==> src/rtl/tbd_pkg.sv <==
package tbd_pkg;

    typedef enum logic [0:0] {
        ST_IDLE = 1'b0,
        ST_RUN  = 1'b1
    } run_state_e;

endpackage

==> src/rtl/tbd_fit.sv <==
module tbd_fit #(
    parameter int MAX_BLK  = 8,
    parameter int MAX_THR  = 768,
    parameter int SMEM_CAP = 16384,
    parameter int BLK_W    = $clog2(MAX_BLK + 1),
    parameter int THR_W    = $clog2(MAX_THR + 1),
    parameter int SMEM_W   = $clog2(SMEM_CAP + 1)
) (
    input  logic [BLK_W-1:0]  blk_cnt,
    input  logic [THR_W-1:0]  thr_cnt,
    input  logic [SMEM_W-1:0] smem_cnt,
    input  logic [THR_W-1:0]  thr_req,
    input  logic [SMEM_W-1:0] smem_req,
    output logic              fits
);
    localparam logic [BLK_W-1:0]  BLK_LIM  = BLK_W'(MAX_BLK);
    localparam logic [THR_W:0]    THR_LIM  = (THR_W + 1)'(MAX_THR);
    localparam logic [SMEM_W:0]   SMEM_LIM = (SMEM_W + 1)'(SMEM_CAP);

    logic [THR_W:0]  thr_sum;
    logic [SMEM_W:0] smem_sum;

    always_comb begin
        thr_sum  = {1'b0, thr_cnt} + {1'b0, thr_req};
        smem_sum = {1'b0, smem_cnt} + {1'b0, smem_req};
        fits     = (blk_cnt < BLK_LIM) && (thr_sum <= THR_LIM) && (smem_sum <= SMEM_LIM);
    end

endmodule

==> src/rtl/tbd_rr_arb.sv <==
module tbd_rr_arb #(
    parameter int NUM_SM = 4,
    parameter int SM_W   = (NUM_SM > 1) ? $clog2(NUM_SM) : 1
) (
    input  logic [NUM_SM-1:0] req,
    input  logic [SM_W-1:0]   last,
    output logic              gnt_vld,
    output logic [SM_W-1:0]   gnt_idx
);
    always_comb begin
        gnt_vld = 1'b0;
        gnt_idx = '0;
        for (int i = 1; i <= NUM_SM; i++) begin
            if (!gnt_vld && req[(int'(last) + i) % NUM_SM]) begin
                gnt_vld = 1'b1;
                gnt_idx = SM_W'((int'(last) + i) % NUM_SM);
            end
        end
    end

endmodule

==> src/rtl/tbd_top.sv <==
module tbd_top
    import tbd_pkg::*;
#(
    parameter int NUM_SM   = 4,
    parameter int MAX_BLK  = 8,
    parameter int MAX_THR  = 768,
    parameter int SMEM_CAP = 16384,
    parameter int IDX_W    = 16,
    localparam int BLK_W   = $clog2(MAX_BLK + 1),
    localparam int THR_W   = $clog2(MAX_THR + 1),
    localparam int SMEM_W  = $clog2(SMEM_CAP + 1),
    localparam int SM_W    = (NUM_SM > 1) ? $clog2(NUM_SM) : 1
) (
    input  logic              clk,
    input  logic              rst_n,
    input  logic              launch_start,
    input  logic [IDX_W-1:0]  launch_blocks,
    input  logic [THR_W-1:0]  launch_threads,
    input  logic [SMEM_W-1:0] launch_smem,
    output logic              busy,
    output logic              launch_err,
    output logic              grid_done,
    output logic              proto_err,
    output logic [NUM_SM-1:0] asg_valid,
    input  logic [NUM_SM-1:0] asg_ready,
    output logic [IDX_W-1:0]  asg_idx,
    input  logic [NUM_SM-1:0] blk_done
);

    typedef struct packed {
        run_state_e                    st;
        logic [IDX_W-1:0]              total;
        logic [IDX_W-1:0]              next_idx;
        logic [IDX_W-1:0]              fin_cnt;
        logic [THR_W-1:0]              thr_req;
        logic [SMEM_W-1:0]             smem_req;
        logic                          off_vld;
        logic [SM_W-1:0]               off_sm;
        logic [SM_W-1:0]               last_sm;
        logic [NUM_SM-1:0][BLK_W-1:0]  blk;
        logic [NUM_SM-1:0][THR_W-1:0]  thr;
        logic [NUM_SM-1:0][SMEM_W-1:0] smem;
        logic                          lerr;
        logic                          perr;
        logic                          gdone;
    } dsp_state_t;

    dsp_state_t q, d;

    logic [NUM_SM-1:0] fit_v;
    logic [NUM_SM-1:0] inc_v;
    logic [NUM_SM-1:0] dec_v;
    logic              commit;
    logic              pending;
    logic              gnt_vld;
    logic [SM_W-1:0]   gnt_idx;

    // admission check, one per slot
    for (genvar s = 0; s < NUM_SM; s++) begin : g_fit
        tbd_fit #(
            .MAX_BLK (MAX_BLK),
            .MAX_THR (MAX_THR),
            .SMEM_CAP(SMEM_CAP),
            .BLK_W   (BLK_W),
            .THR_W   (THR_W),
            .SMEM_W  (SMEM_W)
        ) u_fit (
            .blk_cnt (q.blk[s]),
            .thr_cnt (q.thr[s]),
            .smem_cnt(q.smem[s]),
            .thr_req (q.thr_req),
            .smem_req(q.smem_req),
            .fits    (fit_v[s])
        );
    end

    tbd_rr_arb #(
        .NUM_SM(NUM_SM),
        .SM_W  (SM_W)
    ) u_arb (
        .req    (fit_v),
        .last   (q.last_sm),
        .gnt_vld(gnt_vld),
        .gnt_idx(gnt_idx)
    );

    always_comb begin
        commit  = q.off_vld && asg_ready[q.off_sm];
        pending = (q.st == ST_RUN) && (q.next_idx != q.total);
        for (int s = 0; s < NUM_SM; s++) begin
            inc_v[s] = commit && (q.off_sm == SM_W'(s));
            dec_v[s] = blk_done[s] && (q.blk[s] != '0);
        end
    end

    always_comb begin
        d       = q;
        d.gdone = 1'b0;

        // per-slot accounting: grants add, completions subtract
        for (int s = 0; s < NUM_SM; s++) begin
            if (blk_done[s] && !dec_v[s]) begin
                d.perr = 1'b1;
            end
            if (inc_v[s] && !dec_v[s]) begin
                d.blk[s]  = q.blk[s] + 1'b1;
                d.thr[s]  = q.thr[s] + q.thr_req;
                d.smem[s] = q.smem[s] + q.smem_req;
            end else if (dec_v[s] && !inc_v[s]) begin
                d.blk[s]  = q.blk[s] - 1'b1;
                d.thr[s]  = q.thr[s] - q.thr_req;
                d.smem[s] = q.smem[s] - q.smem_req;
            end
        end
        d.fin_cnt = q.fin_cnt + IDX_W'($countones(dec_v));

        // offer handling
        if (commit) begin
            d.off_vld  = 1'b0;
            d.next_idx = q.next_idx + 1'b1;
            d.last_sm  = q.off_sm;
        end else if (!q.off_vld && pending && gnt_vld) begin
            d.off_vld = 1'b1;
            d.off_sm  = gnt_idx;
        end

        // grid completion
        if (q.st == ST_RUN && !pending && !q.off_vld && q.fin_cnt == q.total) begin
            d.gdone = 1'b1;
            d.st    = ST_IDLE;
        end

        // launch intake
        if (q.st == ST_IDLE && launch_start) begin
            if (int'(launch_threads) > MAX_THR || int'(launch_smem) > SMEM_CAP) begin
                d.lerr = 1'b1;
            end else begin
                d.lerr     = 1'b0;
                d.st       = ST_RUN;
                d.total    = launch_blocks;
                d.next_idx = '0;
                d.fin_cnt  = '0;
                d.thr_req  = launch_threads;
                d.smem_req = launch_smem;
            end
        end
    end

    always_ff @(posedge clk) begin
        if (!rst_n) begin
            q         <= '0;
            q.last_sm <= SM_W'(NUM_SM - 1);
        end else begin
            q <= d;
        end
    end

    for (genvar s = 0; s < NUM_SM; s++) begin : g_out
        assign asg_valid[s] = q.off_vld && (q.off_sm == SM_W'(s));
    end

    assign asg_idx    = q.next_idx;
    assign busy       = (q.st == ST_RUN);
    assign launch_err = q.lerr;
    assign grid_done  = q.gdone;
    assign proto_err  = q.perr;

endmodule

==> config.mk <==
export PLATFORM = sky130hd
export DESIGN_NAME = tbd_top
export DESIGN_NICKNAME = d
export VERILOG_FILES = /design/src/rtl/tbd_pkg.sv /design/src/rtl/tbd_fit.sv /design/src/rtl/tbd_rr_arb.sv /design/src/rtl/tbd_top.sv
export SDC_FILE = /design/constraint.sdc
export NUM_CORES = 1
export LEC_CHECK = 0
export ABC_AREA = 1
export ABC_CLOCK_PERIOD_IN_PS = 8440
export BUFFER_PORTS_ARGS = -buffer_cell sky130_fd_sc_hd__buf_4
export CORE_ASPECT_RATIO = 1.5
export CORE_MARGIN = 4
export CORE_UTILIZATION = 43
export DETAILED_ROUTE_END_ITERATION = 8
export MAX_ROUTING_LAYER = met4
export RECOVER_POWER = 50
export REMOVE_ABC_BUFFERS = 1
export SLEW_MARGIN = 20
export SYNTH_ARGS = -nofsm -noshare
export SYNTH_HDL_FRONTEND = slang
export SYNTH_SLANG_ARGS = --single-unit
==> constraint.sdc <==
create_clock -name clk -period 8.44 [get_ports clk]
set_input_delay 0.844 -clock clk [delete_from_list [all_inputs] [get_ports clk]]
set_output_delay 0.844 -clock clk [all_outputs]
set_load 0.05 [all_outputs]
==> flow_metrics.py <==
metrics = {
    "status": {
        "run_status": "complete, but fails checks",
        "violations": "max-capacitance violations, max-slew violations",
    },
    "worst_setup_path": {
        "crit_fanout": 69,
        "slowest_delay_ps": 2110,
        "criticalPathCategory": "in2reg",
        "r2r.worst_path.cells": 22,
        "worst_ep_required_time_ps": 8800,
        "timing.critical_path.cells": "clkbuf_1 > nor4_1 > nand4_1 > a32o_1 > nor2_1 > clkinv_1 > clkbuf_1 > nand2_1 > nor3b_1",
        "worst_setup_path_start_kind": "primary input",
        "worst_setup_path_startpoint": "launch_smem[2]",
        "worst_setup_path_end_kind": "flop",
        "endpoint": "q[152]",
        "timing.reg2reg.setup_slack_ps": 3090,
        "critical_path_arrival_ps": 5870,
        "cp_slowest_cell": "sky130_fd_sc_hd__clkbuf_1",
        "critical_path.reg2reg.startpoint": "q[121]",
        "worstReg2RegEnd": "q[47]",
        "worst_path_most_repeated_cell": "sky130_fd_sc_hd__clkbuf_1",
    },
    "final_layout": {
        "finalNetCount": 3303,
        "num-fill-cells": 4602,
        "drive_above_1_share_pct": 4.110,
        "multi_input_area_sq_um": 12940,
        "flow.area_growth_from_synthesis_pct": 7.136,
        "num_antenna_cells": 0,
        "final-seq-area_sq_um": 3964,
    },
    "sta": {
        "period_share_pct": 65.21,
        "slew_headroom_pct": -143.8,
        "fin_tns_setup_ps": 0,
        "highest_clock_rate_mhz": 181.7,
        "final_hold_viol_count": 0,
        "timing.clock.skew_ps": 21.70,
        "layout_min_cycle_time_ps": 5504,
        "setup_viol_count_final": 0,
        "worst_pin_slew_ps": 3657,
        "grt_setup_unrepaired": "no",
        "report.final.slew_viol_count": 146,
        "worst_slack_ps": 2936,
    },
    "clocking": {
        "htree_num_levels": 4,
        "cts.root.buffer_cell": "sky130_fd_sc_hd__clkbuf_16",
        "postCtsSetupBuffers": 0,
        "max-clock-path-buffers": 2,
        "worst_setup_hold_path_clk_slew_ps": 90,
        "post_cts.resized_instances": 0,
        "cts_made_buffers": 17,
        "worstSkewPairLatency_ps": 480,
        "cts_tree": "yes",
        "holdBufCountCts": 0,
        "clock_sink_count": 198,
    },
    "floorplanning": {
        "design.core.area_sq_um": 43170,
        "dieArea_sq_um": 47440,
        "die_height_um": 264.8,
        "fp.dieW_um": 179.2,
        "row_count": 93,
        "effective_utilization_at_floorplan_pct": 43.78,
        "io-pin-count": 76,
    },
    "drt": {
        "drc_errors": 0,
        "wl_per_cell_um": 15.46,
        "route.vias.total": 18730,
        "ant_nets": 0,
        "drt_first_pass_iters": 7,
        "first_iter_violations": 1040,
        "vias_per_cell": 5.188,
        "finalWirelength_um": 55840,
    },
    "synthesis": {
        "synth_largest_area_cell": "sky130_fd_sc_hd__dfxtp_1",
        "synth_most_common_cell": "sky130_fd_sc_hd__nand2_1",
        "async_flop_share_pct": 0,
        "ys_top_cells_by_area": "sky130_fd_sc_hd__dfxtp_1 21%, sky130_fd_sc_hd__nand2_1 14%, sky130_fd_sc_hd__ha_1 13%",
        "yosys.area.top_type_share_pct": 20.97,
        "synth-main-ff-cell": "sky130_fd_sc_hd__dfxtp_1",
        "yosysWarningCount": 0,
        "part_of_the_yosys_area_used_for_sequential_elements_pct": 20.97,
        "number_of_different_library_cells_in_the_post_synthesis_netlist": 52,
        "synthesis.area_per_instance_sq_um": 6.249,
        "synth_cells": 3025,
        "syn_area_sq_um": 18900,
        "ys_top_cells_by_count": "699 x sky130_fd_sc_hd__nand2_1, 421 x sky130_fd_sc_hd__nor2_1, 403 x sky130_fd_sc_hd__inv_1",
        "synth-seq-cells": 198,
        "count_of_flip_flops_with_a_built_in_enable_after_synthesis": 0,
    },
    "power": {
        "total_power_w": 0.006202,
        "leakagePower_nw": 10.64,
        "power_per_cell_area_nw_per_um2": 306.3,
        "irDropWorstVdd_mv": 0.1629,
    },
    "global_route": {
        "grt_pass1_vias": 18100,
        "number_of_antenna_violations_at_the_first_check_in_global_routing": 0,
        "globalRoute.totalOverflow": 0,
        "global_route_wire_length_before_repair_um": 89150,
        "gr-usage-all-layers_pct": 24.10,
        "grt_max_degree": 83,
    },
    "job": {
        "max-cap-violations": 2,
    },
    "hold_path": {
        "holdCritPathClass": "reg2reg",
    },
    "placed_design": {
        "post-dp-hpwl_um": 42240,
        "globalplace.congestion": 0.9173,
        "place.port_buffers": 75,
        "preCtsSetupSlack_ps": 3112,
    },
}
## flip-flops by register name, summed over array words and instances (netlist names)
name	cells
asg_idx	16
busy	1
grid_done	1
launch_err	1
proto_err	1
q	178
## per-layer routing
metal / global-route usage, % / up-vias / wire (um)
met3: 2.739 / 120 / 2180
li1: - / 9747 / -
met4: 10.30 / 0 / 2413
met5: - / - / 0
met2: 44.73 / 379 / 29460
met1: 25.39 / 8487 / 21790
## layout make-up
| cell class | instances | area share, % |
|---|---|---|
| timing repair buffer | 85 | 2.632 |
| inverter | 407 | 7.569 |
| clock inverter | 12 | 0.5314 |
| sequential | 198 | 19.57 |
| multi-input combinational | 2319 | 63.92 |
| tap | 570 | 3.522 |
| clock buffer | 20 | 2.255 |
## layout by cell type (no fill, tap or decap), types with 32 or more instances in the layout
cell | synthesis | final
sky130_fd_sc_hd__dfxtp_1 | 198 | 198
sky130_fd_sc_hd__a21oi_1 | 189 | 189
sky130_fd_sc_hd__nor3_1 | 32 | 32
sky130_fd_sc_hd__nor2_1 | 421 | 421
sky130_fd_sc_hd__inv_1 | 403 | 401
sky130_fd_sc_hd__ha_1 | 200 | 200
sky130_fd_sc_hd__o21ai_0 | 276 | 276
sky130_fd_sc_hd__buf_4 | 16 | 57
sky130_fd_sc_hd__xor2_1 | 112 | 112
sky130_fd_sc_hd__xnor2_1 | 38 | 38
sky130_fd_sc_hd__nand3_1 | 176 | 176
sky130_fd_sc_hd__nand2_1 | 699 | 699
## power by group
part / switching [W] / total [W] / internal [W]
logic: 0.00236 / 0.00381 / 0.00146
registers: 0.000350 / 0.00158 / 0.00123
clock network: 0.000410 / 0.000813 / 0.000403
## logic make-up (layout without fill, tap and decap cells)
| group | Yosys count | count (layout) | synth area share (%) |
|---|---|---|---|
| AND/OR/NAND/NOR | 1430 | 1430 | 31.50 |
| AO/OA/AOI/OAI | 516 | 516 | 14.36 |
| buffers and inverters | 508 | 524 | 10.54 |
| adder cells (fa/ha/maj) | 223 | 223 | 15.67 |
| flip-flops | 198 | 198 | 20.97 |
| XOR/XNOR | 150 | 150 | 6.950 |
## through the flow
step,instances,hold WS (ps),util (%),instance area (sq um)
after floorplan,2924,442.0,-,18440
after global placement,3579,456.3,45.85,19790
after detailed placement,3579,464.2,45.85,19790
after CTS,3611,476.7,47.16,20360
after global routing,3611,507.7,46.91,20250
final,3611,476.3,46.91,20250
## worst max-delay path, delay by kind of cell
kind,cells,cell delay [ps]
and+or+nand+nor,5,2500
buffers and inverters,3,2270
AOI/OAI and AO/OA,1,240
## how the worst min path moves through the flow
stage          endpoint  slack (ps)   start  cells after the start
2_1_floorplan    q[102]         440  q[102]                      2
3_3_place_gp     q[102]         460  q[102]                      2
3_5_place_dp      q[82]         460   q[82]                      2
4_1_cts           q[82]         480   q[82]                      2
5_1_grt           q[72]         510   q[72]                      2
6_report          q[62]         480   q[62]                      2
Power figures use the tool's default switching activity.
